[src/rtl/tmr_pkg.sv]
package tmr_pkg;
  localparam int MD_CE = 7;
  localparam int MD_LD = 6;
  localparam logic [1:0] SRC_IO   = 2'b00;
  localparam logic [1:0] SRC_CHAIN = 2'b11;
  localparam logic [3:0] GRP_CTRL = 4'h0;
  localparam logic [3:0] GRP_RELD = 4'h1;
  localparam logic [3:0] GRP_CNT  = 4'h2;
endpackage

[src/rtl/tmr_regif.sv]
module tmr_regif #(
  parameter int N  = 4,
  parameter int TW = 8
) (
  input  logic                  clk,
  input  logic                  rst,
  input  logic                  acc_en,
  input  logic                  acc_wr,
  input  logic [7:0]            acc_addr,
  input  logic [1:0]            acc_size,
  input  logic [N*TW-1:0]       acc_wdata,
  input  logic [N-1:0][TW-1:0]  mode_q,
  input  logic [N-1:0][TW-1:0]  base_q,
  input  logic [N-1:0][TW-1:0]  cnt_q,
  output logic [N-1:0]          mode_we,
  output logic [N-1:0]          base_we,
  output logic [N-1:0][TW-1:0]  lane_val,
  output logic                  acc_err,
  output logic [N*TW-1:0]       acc_rdata
);
  import tmr_pkg::*;
  localparam int IW = $clog2(N);

  logic [3:0]      grp;
  logic [IW-1:0]   idx;
  logic [3:0]      nbytes;
  logic            map_ok, size_ok, val_bad, refuse;
  logic [TW-1:0]   mv;
  logic [N-1:0]    in_win;
  logic [N*TW-1:0] rd_word;

  always_comb begin
    grp    = acc_addr[7:4];
    idx    = acc_addr[IW-1:0];
    map_ok = ((acc_addr[3:0] >> IW) == 4'd0) && (grp <= GRP_CNT);
    case (acc_size)
      2'd0:    nbytes = 4'd1;
      2'd1:    nbytes = 4'd2;
      2'd2:    nbytes = 4'd4;
      default: nbytes = 4'd0;
    endcase
    size_ok = (nbytes != 4'd0) && ((4'(idx) & (nbytes - 4'd1)) == 4'd0)
              && ((4'(idx) + nbytes) <= 4'(N));
    mv = acc_wdata[TW-1:0];
    val_bad = (mv[5:2] != 4'd0) || (mv[MD_CE] && mv[MD_LD])
              || (mv[1:0] != SRC_IO && mv[1:0] != SRC_CHAIN)
              || (idx == '0 && mv[1:0] == SRC_CHAIN);
    refuse = acc_en && (!map_ok || !size_ok
              || (acc_wr && grp == GRP_CNT)
              || (acc_wr && grp == GRP_CTRL && (acc_size != 2'd0 || val_bad)));

    rd_word = '0;
    for (int k = 0; k < N; k++) begin
      int pos;
      in_win[k] = (k >= int'(idx)) && (k < int'(idx) + int'(nbytes));
      pos = int'(nbytes) - 1 - (k - int'(idx));
      if (pos < 0 || pos >= N) pos = 0;
      lane_val[k] = acc_wdata[pos*TW +: TW];
      mode_we[k]  = acc_en && !refuse && acc_wr && grp == GRP_CTRL && in_win[k];
      base_we[k]  = acc_en && !refuse && acc_wr && grp == GRP_RELD && in_win[k];
      if (in_win[k]) begin
        case (grp)
          GRP_CTRL: rd_word[pos*TW +: TW] = mode_q[k];
          GRP_RELD: rd_word[pos*TW +: TW] = base_q[k];
          default:  rd_word[pos*TW +: TW] = mode_q[k][MD_CE] ? cnt_q[k] : base_q[k];
        endcase
      end
    end
  end

  always_ff @(posedge clk) begin
    if (rst) begin
      acc_err   <= 1'b0;
      acc_rdata <= '0;
    end else begin
      acc_err   <= refuse;
      acc_rdata <= (acc_en && !acc_wr && !refuse) ? rd_word : '0;
    end
  end
endmodule

[src/rtl/tmr_chain.sv]
module tmr_chain #(
  parameter int N  = 4,
  parameter int TW = 8
) (
  input  logic [N-1:0]          ce,
  input  logic [N-1:0][1:0]     src,
  input  logic [N-1:0][TW-1:0]  cnt_q,
  output logic [N-1:0]          dec,
  output logic [N-1:0]          reload,
  output logic [N-1:0]          top_pulse
);
  import tmr_pkg::*;

  logic [N-1:0] linked, head, up_zero;

  always_comb begin
    for (int k = 0; k < N; k++) begin
      head[k]   = ce[k] && src[k] == SRC_IO;
      linked[k] = (k > 0) && ce[k] && src[k] == SRC_CHAIN;
    end
    // zero-ness of every linked member above k, walked from the top down
    up_zero[N-1] = 1'b1;
    for (int k = N - 2; k >= 0; k--)
      up_zero[k] = linked[k+1] ? ((cnt_q[k+1] == '0) && up_zero[k+1]) : 1'b1;
    // reload and borrow travel upward from the group head
    for (int k = 0; k < N; k++) begin
      logic fire, idle;
      fire = (cnt_q[k] == TW'(1)) && up_zero[k];
      idle = (cnt_q[k] == '0) && up_zero[k];
      if (head[k]) begin
        reload[k] = fire;
        dec[k]    = !fire && !idle;
      end else if (linked[k]) begin
        reload[k] = reload[k-1];
        dec[k]    = dec[k-1] && (cnt_q[k-1] == '0);
      end else begin
        reload[k] = 1'b0;
        dec[k]    = 1'b0;
      end
    end
    for (int k = 0; k < N; k++)
      top_pulse[k] = reload[k] && !((k < N - 1) && linked[k+1]);
  end
endmodule

[src/rtl/tmr_slice.sv]
module tmr_slice #(
  parameter int TW = 8
) (
  input  logic          clk,
  input  logic          rst,
  input  logic          mode_we,
  input  logic          base_we,
  input  logic [TW-1:0] wr_val,
  input  logic          dec,
  input  logic          reload,
  output logic [TW-1:0] mode_q,
  output logic [TW-1:0] base_q,
  output logic [TW-1:0] cnt_q
);
  import tmr_pkg::*;

  logic [TW-1:0] cnt_nxt;

  always_comb begin
    if (mode_we && wr_val[MD_LD])          cnt_nxt = base_q;
    else if (base_we && !mode_q[MD_CE])    cnt_nxt = wr_val;
    else if (reload)                       cnt_nxt = base_q;
    else if (dec)                          cnt_nxt = cnt_q - TW'(1);
    else                                   cnt_nxt = cnt_q;
  end

  always_ff @(posedge clk) begin
    if (rst) begin
      mode_q <= '0;
      base_q <= '0;
      cnt_q  <= '0;
    end else begin
      if (mode_we) mode_q <= wr_val;
      if (base_we) base_q <= wr_val;
      cnt_q <= cnt_nxt;
    end
  end
endmodule

[src/rtl/cascade_timer_bank.sv]
module cascade_timer_bank #(
  parameter int NUM_TMR = 4,
  parameter int TW      = 8
) (
  input  logic                  clk,
  input  logic                  rst,
  input  logic                  acc_en,
  input  logic                  acc_wr,
  input  logic [7:0]            acc_addr,
  input  logic [1:0]            acc_size,
  input  logic [NUM_TMR*TW-1:0] acc_wdata,
  output logic [NUM_TMR*TW-1:0] acc_rdata,
  output logic                  acc_err,
  output logic [NUM_TMR-1:0]    uflow
);
  import tmr_pkg::*;

  logic [NUM_TMR-1:0][TW-1:0] mode_q, base_q, cnt_q, lane_val;
  logic [NUM_TMR-1:0]         mode_we, base_we, dec, reload, top_pulse, ce;
  logic [NUM_TMR-1:0][1:0]    src;

  tmr_regif #(.N(NUM_TMR), .TW(TW)) u_regif (
    .clk(clk), .rst(rst), .acc_en(acc_en), .acc_wr(acc_wr),
    .acc_addr(acc_addr), .acc_size(acc_size), .acc_wdata(acc_wdata),
    .mode_q(mode_q), .base_q(base_q), .cnt_q(cnt_q),
    .mode_we(mode_we), .base_we(base_we), .lane_val(lane_val),
    .acc_err(acc_err), .acc_rdata(acc_rdata)
  );

  for (genvar k = 0; k < NUM_TMR; k++) begin : g_tmr
    assign ce[k]  = mode_q[k][MD_CE];
    assign src[k] = mode_q[k][1:0];
    tmr_slice #(.TW(TW)) u_slice (
      .clk(clk), .rst(rst), .mode_we(mode_we[k]), .base_we(base_we[k]),
      .wr_val(lane_val[k]), .dec(dec[k]), .reload(reload[k]),
      .mode_q(mode_q[k]), .base_q(base_q[k]), .cnt_q(cnt_q[k])
    );
  end

  tmr_chain #(.N(NUM_TMR), .TW(TW)) u_chain (
    .ce(ce), .src(src), .cnt_q(cnt_q),
    .dec(dec), .reload(reload), .top_pulse(top_pulse)
  );

  always_ff @(posedge clk) begin
    if (rst) uflow <= '0;
    else     uflow <= top_pulse;
  end
endmodule

[config.mk]
export PLATFORM = sky130hd
export DESIGN_NAME = cascade_timer_bank
export DESIGN_NICKNAME = d
export VERILOG_FILES = /design/src/rtl/tmr_pkg.sv /design/src/rtl/tmr_regif.sv /design/src/rtl/tmr_chain.sv /design/src/rtl/tmr_slice.sv /design/src/rtl/cascade_timer_bank.sv
export SDC_FILE = /design/constraint.sdc
export NUM_CORES = 1
export LEC_CHECK = 0
export CORE_UTILIZATION = 40
export CTS_CLUSTER_DIAMETER = 50
export DETAILED_ROUTE_END_ITERATION = 8
export SYNTH_ARGS = -nofsm -noshare
export SYNTH_HDL_FRONTEND = slang
export SYNTH_SLANG_ARGS = --single-unit
[constraint.sdc]
create_clock -name clk -period 5.9 [get_ports clk]
set_input_delay 1.18 -clock clk [delete_from_list [all_inputs] [get_ports clk]]
set_output_delay 1.18 -clock clk [all_outputs]
set_load 0.005 [all_outputs]
# Word-level counts from Yosys, hierarchy flattened

Index checks and enable logic that the tools add are counted.

Latch bits: 0
Bits in writable memories: 0
Bits of input ports: 46
Output and inout bits: 37
Word-level logic and storage cells: 259
Memories: 0
Bits in read-only memories: 0
Register bits after elaboration: 133

Divide/modulo/power cells: 0
Equal/unequal tests: 13
Add/sub/neg operators: 20
Shift operators: 20
Reductions and logical operators: 110
Bitwise gates (word level): 5
Muxes and demuxes: 59
Multipliers: 0
$lt $le $gt $ge: 17

Operators with widths:

| cell                      | number |
|---|---|
| $shiftx A8 B33 Y32        | 12 |
| $bwmux W32                | 9 |
| $pmux W32 S2              | 4 |
| $mux W8                   | 20 |
| $neg A32 Y33              | 4 |
| $shift A8 B33 Y32 const A | 4 |
| $ge A32 B4 Y1 const B     | 4 |
| $lt A32 B1 Y1 const B     | 4 |
| $mux W32                  | 4 |
| $shiftx A32 B32 Y8        | 4 |
| $mux W29                  | 4 |
| $and A32 B32 Y32          | 3 |
| $lt A3 B32 Y1 const A     | 2 |
| $logic_and A1 B1 Y1       | 58 |
| $eq A8 B1 Y1 const B      | 4 |
| $logic_not A8 Y1          | 4 |
| $lt A1 B32 Y1 const A     | 1 |
| $lt A2 B32 Y1 const A     | 1 |
| $sub A8 B1 Y8 const B     | 4 |
| $reduce_bool A4 Y1        | 6 |
| $sub A4 B3 Y5             | 4 |
| $logic_not A1 Y1          | 19 |
| $mux W1                   | 17 |
| $logic_not A2 Y1          | 6 |
| other kinds (20)          | 42 |

# Logic depth before layout (Yosys ltp)

Word-level depth: 24
Depth in mapped cells: 25
Depth with buffers taken out: 21

# By module

A second synthesis with hierarchy kept.

Cells, all modules: 1368
Area total of the unflattened synthesis: 11036.8 µm²

By module, submodules not included:

| module             | area each (µm²) | cells each | instances | sequential area each (µm²) |
|---|---|---|---|---|
| tmr_regif          | 5353.9          | 747        | 1         | 660.6 |
| tmr_slice          | 1297.5          | 138        | 4         | 480.5 |
| tmr_chain          | 387.9           | 61         | 1         | 0.0 |
| cascade_timer_bank | 105.1           | 8          | 1         | 80.1 |

# Worst setup path before layout

No wires, ideal clock.

Path kind: input -> register
Start: in acc_size[1]
End: reg u_regif.acc_rdata[16]
Data required time: 5.786 ns
Stages: 20
Arrival: 5.972 ns
Library setup time: 0.114 ns
Setup slack: -0.186 ns
Cell sequence: buf_6 -> or2_2 -> inv_1 -> ha_1 -> fa_1 -> inv_1 -> ha_1 -> a211o_1 -> nor3_1 -> inv_1 -> ha_1 -> inv_1 -> ha_1 -> or4b_1 -> nor4_1 -> nand4_1 -> or2_2 -> o21ai_1 -> a21oi_1 -> a2111oi_0

Longest elaborated chain between the ends: 21
Elaborated cells on any way between the ends: 93
Classes of those cells: 12 x add/sub; 13 x order compare; 2 x eq/ne; 16 x shift; 22 x mux; 5 x bitwise; 23 x reduce/logical

RTL lines:

| item                                                  | RTL line                                          | RTL |
|---|---|---|
| start, declared                                       | cascade_timer_bank.sv:10                          | `input logic [1:0] acc_size,` |
| $eq A2 B2 Y1 (tied with other cells)                  | tmr_regif.sv:36                                   | `case (acc_size)` |
| $pmux W3 S3                                           | tmr_regif.sv:36                                   |  |
| $sub A3 B1 Y4                                         | tmr_regif.sv:42, tmr_regif.sv:56                  |  |
| $sub A4 B3 Y5                                         | tmr_regif.sv:56                                   | `pos = int'(nbytes) - 1 - (k - int'(idx));` |
| $lt A32 B1 Y1 / $ge A32 B4 Y1 (equally long branches) | tmr_regif.sv:57                                   | `if (pos < 0 \|\| pos >= N) pos = 0;` |
| $logic_or A1 B1 Y1                                    | tmr_regif.sv:57                                   |  |
| $mux W29                                              | tmr_regif.sv:57                                   |  |
| $neg A32 Y33                                          | tmr_regif.sv:63, tmr_regif.sv:64, tmr_regif.sv:65 |  |
| [5 not listed]                                        | n/a                                               |  |
| $pmux W32 S2                                          | tmr_regif.sv:62                                   | `case (grp)` |
| $mux W32                                              | tmr_regif.sv:61                                   | `if (in_win[k]) begin` |
| $bwmux W32, on equally long branches                  | tmr_regif.sv:65, tmr_regif.sv:63, tmr_regif.sv:64 |  |
| $pmux W32 S2                                          | tmr_regif.sv:62                                   |  |
| $mux W32                                              | tmr_regif.sv:61                                   |  |
| $bwmux W32, on equally long branches                  | tmr_regif.sv:65, tmr_regif.sv:63, tmr_regif.sv:64 |  |
| $pmux W32 S2                                          | tmr_regif.sv:62                                   |  |
| $mux W32                                              | tmr_regif.sv:61                                   |  |
| end signal, assigned                                  | tmr_regif.sv:77                                   | `acc_rdata <= (acc_en && !acc_wr && !refuse) ? rd_word : '0;` |
| end, declared                                         | tmr_regif.sv:19                                   | `output logic [N*TW-1:0] acc_rdata` |

Several ways; a longest one is shown, not always the timed one.
A chain may end at the register's enable or synchronous reset.

# Worst setup path in the final report

Start: in acc_size[1]
End: reg u_regif.acc_rdata[25]

Same word-level chain as after synthesis.

==> PnR_summary.wiki <==
{| class="wikitable"
! Metric !! Value
|-
| Area inside the core boundary || 28200 µm²
|-
| Period utilisation layout || around 97%
|-
| Number of primary I/O pins || 83
|-
| Remaining max-slew budget at the tightest pin || a little over a quarter
|-
| Cell with the most instances after synthesis || sky130_fd_sc_hd__nor2_1
|-
| Clock net sink count || 133
|-
| Pint || 1.79 mW
|-
| Yosys reg bits || ~130
|-
| Detailed-placement wirelength estimate || 38300 µm
|-
| First DRT Iteration DRCs || 1409
|-
| Total number of yosys warnings || 0
|-
| Endpoint class of the critical path || flip-flop
|-
| Critical path launch point type || input pin
|-
| Later-pin clock latency in the skew report || around 0.45 ns
|-
| Final Hold Vio Count || 0
|-
| Number of global-route vias before repair || between 10000 and 15000
|-
| Number of failing setup endpoints in the final timing report || 0
|-
| Utilization after layout || around 50%
|-
| Portion of total power attributed to the clock network || about two fifths
|-
| Status || finished, final reports clean
|-
| Largest net degree at the start of global routing || 90
|-
| Hold Path Cell Cnt || 2
|-
| Vias after detailed routing || 13200
|-
| Layout Area Growth over Synthesis || 21.9%
|-
| Net total in the final layout || 1808
|-
| Number of buffers on the longest clock path || 2
|-
| Post-Layout Cell Count || about 2100
|-
| Post-synthesis instance area || 11600 µm²
|-
| Post-Syn Instances || 1571
|-
| Net switching fraction of the power || 34.4%
|-
| Switching power summed over all nets || 942 µW
|-
| Post-synth top cells || 232 x sky130_fd_sc_hd__nor2_1, 133 x sky130_fd_sc_hd__dfxtp_1, 130 x sky130_fd_sc_hd__nand2_1
|-
| Skew final || ~0.017 ns
|-
| Count of cells resized by post-cts repair || 0
|-
| Post-Place Worst Slack || -0.240 ns
|-
| Global Route Usage Sum || between 30% and 40%
|-
| Share of async-settable or async-resettable flops after synthesis || 0%
|-
| Worst R2R Setup Slack || around 1.9 ns
|-
| Class of the most critical hold timing path || reg2reg
|-
| Post-placement cell area || 13400 µm²
|-
| Leakage power || approximately 5.5 nW
|-
| Fraction of the yosys area taken by sequential cells || 23.0%
|-
| Final RePlAce weighted congestion || 0.997
|-
| Portion of total power attributed to combinational logic || 25.5%
|-
| Post-CTS Hold Fix Bufs || 0
|-
| DRC Markers || 0
|-
| Slew at the pin with the worst max-slew slack || around 1.1 ns
|-
| Overall die width || ~170 µm
|-
| Hold Slack || ~0.47 ns
|-
| Post-synth EDFFs || 0
|-
| Number of max-capacitance violations reported || 0
|-
| Max FO, Critical Path || 11
|-
| Number of post-CTS setup repair buffers || 0
|-
| Diodes inserted || 0
|-
| Final Worst Setup Slack || 0.205 ns
|-
| Cells taking the most area after synthesis || sky130_fd_sc_hd__dfxtp_1 23%, sky130_fd_sc_hd__mux2i_1 7.9%, sky130_fd_sc_hd__nor2_1 7.5%
|-
| Share of total power in sequential cells || 32.8%
|-
| Dpl cells || 2064
|-
| Number of search-and-repair iterations in the first detailed-routing pass || 6
|-
| Vertical die dimension || 172 µm
|-
| Worst Setup EP || u_regif.acc_rdata[25]
|-
| Type of the worst setup path || in2reg
|-
| Avg Vias per Cell || approximately 6.3
|-
| Worst path required time || ~6.3 ns
|-
| H-Tree Level Count || 4
|-
| Routed length per placed instance || 23.5 µm
|-
| Clock tree from TritonCTS || done
|-
| Global-route wire length before repair || approximately 74000 µm
|-
| Clock root buffer || sky130_fd_sc_hd__clkbuf_16
|-
| Power per unit of standard cell area || about 190 nW/µm²
|-
| Sum of negative setup slack || 0 ns
|-
| Routed wire length || a little under 50000 µm
|-
| Row count || a little over 60
|-
| Launching instance or port of the critical path || acc_size[1]
|-
| Initial antenna violation count || 0
|-
| DRT antenna net count || 0
|-
| R2r endpoint || g_tmr[2].u_slice.cnt_q[1]
|-
| Number of I/O port buffers || 82
|-
| Number of distinct standard cells referenced by the synthesized netlist || between 90 and 100
|-
| Post-synth top area share || 23.0%
|-
| Initial Util || 41.2%
|-
| Launch instance of the worst register-to-register path || g_tmr[2].u_slice.cnt_q[0]
|-
| Tot Pwr || between 2 and 3 mW
|-
| Max Slew Vio Count || 0
|-
| Ratio of cells with drive above 1 in the final layout || 13.2%
|-
| Crit path arrival time || ~6.1 ns
|-
| Most used flip-flop cell after synthesis || sky130_fd_sc_hd__dfxtp_1
|-
| Die Outline Area || slightly below 30000 µm²
|-
| Min cycle time layout || 5.70 ns
|-
| Clock edge transition at the registers on the reported setup and hold paths || around 0.080 ns
|-
| Global route total overflow || 0
|-
| Number of cells on the worst reg-to-reg path || 11
|-
| Number of buffers created by CTS || 17
|-
| Library cell with the largest summed area after synthesis || sky130_fd_sc_hd__dfxtp_1
|-
| Max frequency || 176 MHz
|-
| Mean instance size in the synthesized netlist || 7.38 µm²
|-
| Worst vdd rail ir drop || 0.000204 V
|-
| Final design instance area without fill || 14100 µm²
|}
-- metal layers --
layer  share of wire, %  global-route usage [%]  up-vias
met2                 43                    51.5      647
met3                9.4                    10.2      141
met5                  0                       0        -
li1                   -                       -     6119
met4                5.4                    17.9        0
met1                 42                    42.0     6333
-- kinds of logic (layout without fill, tap and decap cells) --
family          Yosys count  after routing  synth area share (%)
simple gates            619            619                  26.3
compound gates          486            486                  28.5
flops                   133            133                  23.0
buf+inv                 156            284                  5.63
other cells               1             20                0.0323
fa+ha+maj                57             57                  6.47
xor+xnor                 21             21                  1.59
mux                      98             98                  8.53
-- how the worst min path moves through the flow --
stage / start / endpoint / slack (ns)
floorplan: g_tmr[0].u_slice.mode_q[6] / g_tmr[0].u_slice.mode_q[6] / 0.44
global placement: g_tmr[0].u_slice.mode_q[6] / g_tmr[0].u_slice.mode_q[6] / 0.45
detailed placement: g_tmr[0].u_slice.mode_q[6] / g_tmr[0].u_slice.mode_q[6] / 0.46
CTS: g_tmr[0].u_slice.mode_q[6] / g_tmr[0].u_slice.mode_q[6] / 0.47
global route: g_tmr[0].u_slice.mode_q[6] / g_tmr[0].u_slice.mode_q[6] / 0.49
finish: g_tmr[0].u_slice.mode_q[6] / g_tmr[0].u_slice.mode_q[6] / 0.47
-- worst max-delay path, stage by stage --
cell	delay, ns
sky130_fd_sc_hd__clkdlybuf4s50_1	0.47
sky130_fd_sc_hd__buf_4	0.18
sky130_fd_sc_hd__nand2_1	0.11
sky130_fd_sc_hd__inv_1	0.08
sky130_fd_sc_hd__ha_1	0.24
sky130_fd_sc_hd__buf_4	0.15
sky130_fd_sc_hd__nor3_1	0.17
sky130_fd_sc_hd__a21oi_1	0.08
sky130_fd_sc_hd__nor3b_2	0.17
sky130_fd_sc_hd__buf_4	0.15
sky130_fd_sc_hd__o21ai_1	0.10
sky130_fd_sc_hd__ha_1	0.25
sky130_fd_sc_hd__inv_1	0.06
sky130_fd_sc_hd__ha_1	0.23
sky130_fd_sc_hd__or4b_1	0.55
sky130_fd_sc_hd__nor4_2	0.23
sky130_fd_sc_hd__o211ai_1	0.14
sky130_fd_sc_hd__a2111o_1	0.45
sky130_fd_sc_hd__or4_1	0.51
sky130_fd_sc_hd__o31ai_1	0.10
sky130_fd_sc_hd__mux2i_1	0.15
sky130_fd_sc_hd__a221oi_2	0.30
-- registers in the layout (all words and copies together), names as in the netlist --
signal,cells
u_regif.acc_rdata,32
u_regif.acc_err,1
uflow,4
g_tmr.u_slice.base_q,32
g_tmr.u_slice.mode_q,32
g_tmr.u_slice.cnt_q,32
-- placed cells by master (no fill, tap or decap), drive strengths merged, types with 11 or more instances in the layout --
cell type	Yosys	layout
o31ai	11	11
conb	1	20
nand2	130	130
a21oi	98	98
inv	48	58
a221oi	46	46
nor2b	13	13
a221o	11	11
o221ai	11	11
mux2i	91	91
a211oi	15	15
clkdlybuf4s50	0	80
buf	25	121
or3	16	16
o22ai	56	56
or2	13	13
nor3	40	40
dfxtp	133	133
and2	24	24
o21ai	120	120
nor4	31	31
clkbuf	80	17
nand3	33	33
xnor2	12	12
o211ai	15	15
nand2b	14	14
ha	52	52
nor2	233	233
-- layout make-up --
class	count	area, µm²
well taps	378	473
fillers	2789	14000
clock inverters	15	183
clock buffers	17	425
multi-input cells	1301	8470
repair buffers	201	1730
inverters	51	191
flip-flops and latches	133	2660
-- power by group through the flow --
stage	Sequential [mW]	Combinational [mW]	Clock (mW)
final	0.898	0.697	1.14
after global routing	0.898	0.740	1.19
after CTS	0.898	0.673	1.15
after detailed placement	0.918	0.669	0
after global placement	0.918	0.665	0
after floorplan	0.918	0.382	0
(Power assumes the default switching activity.)
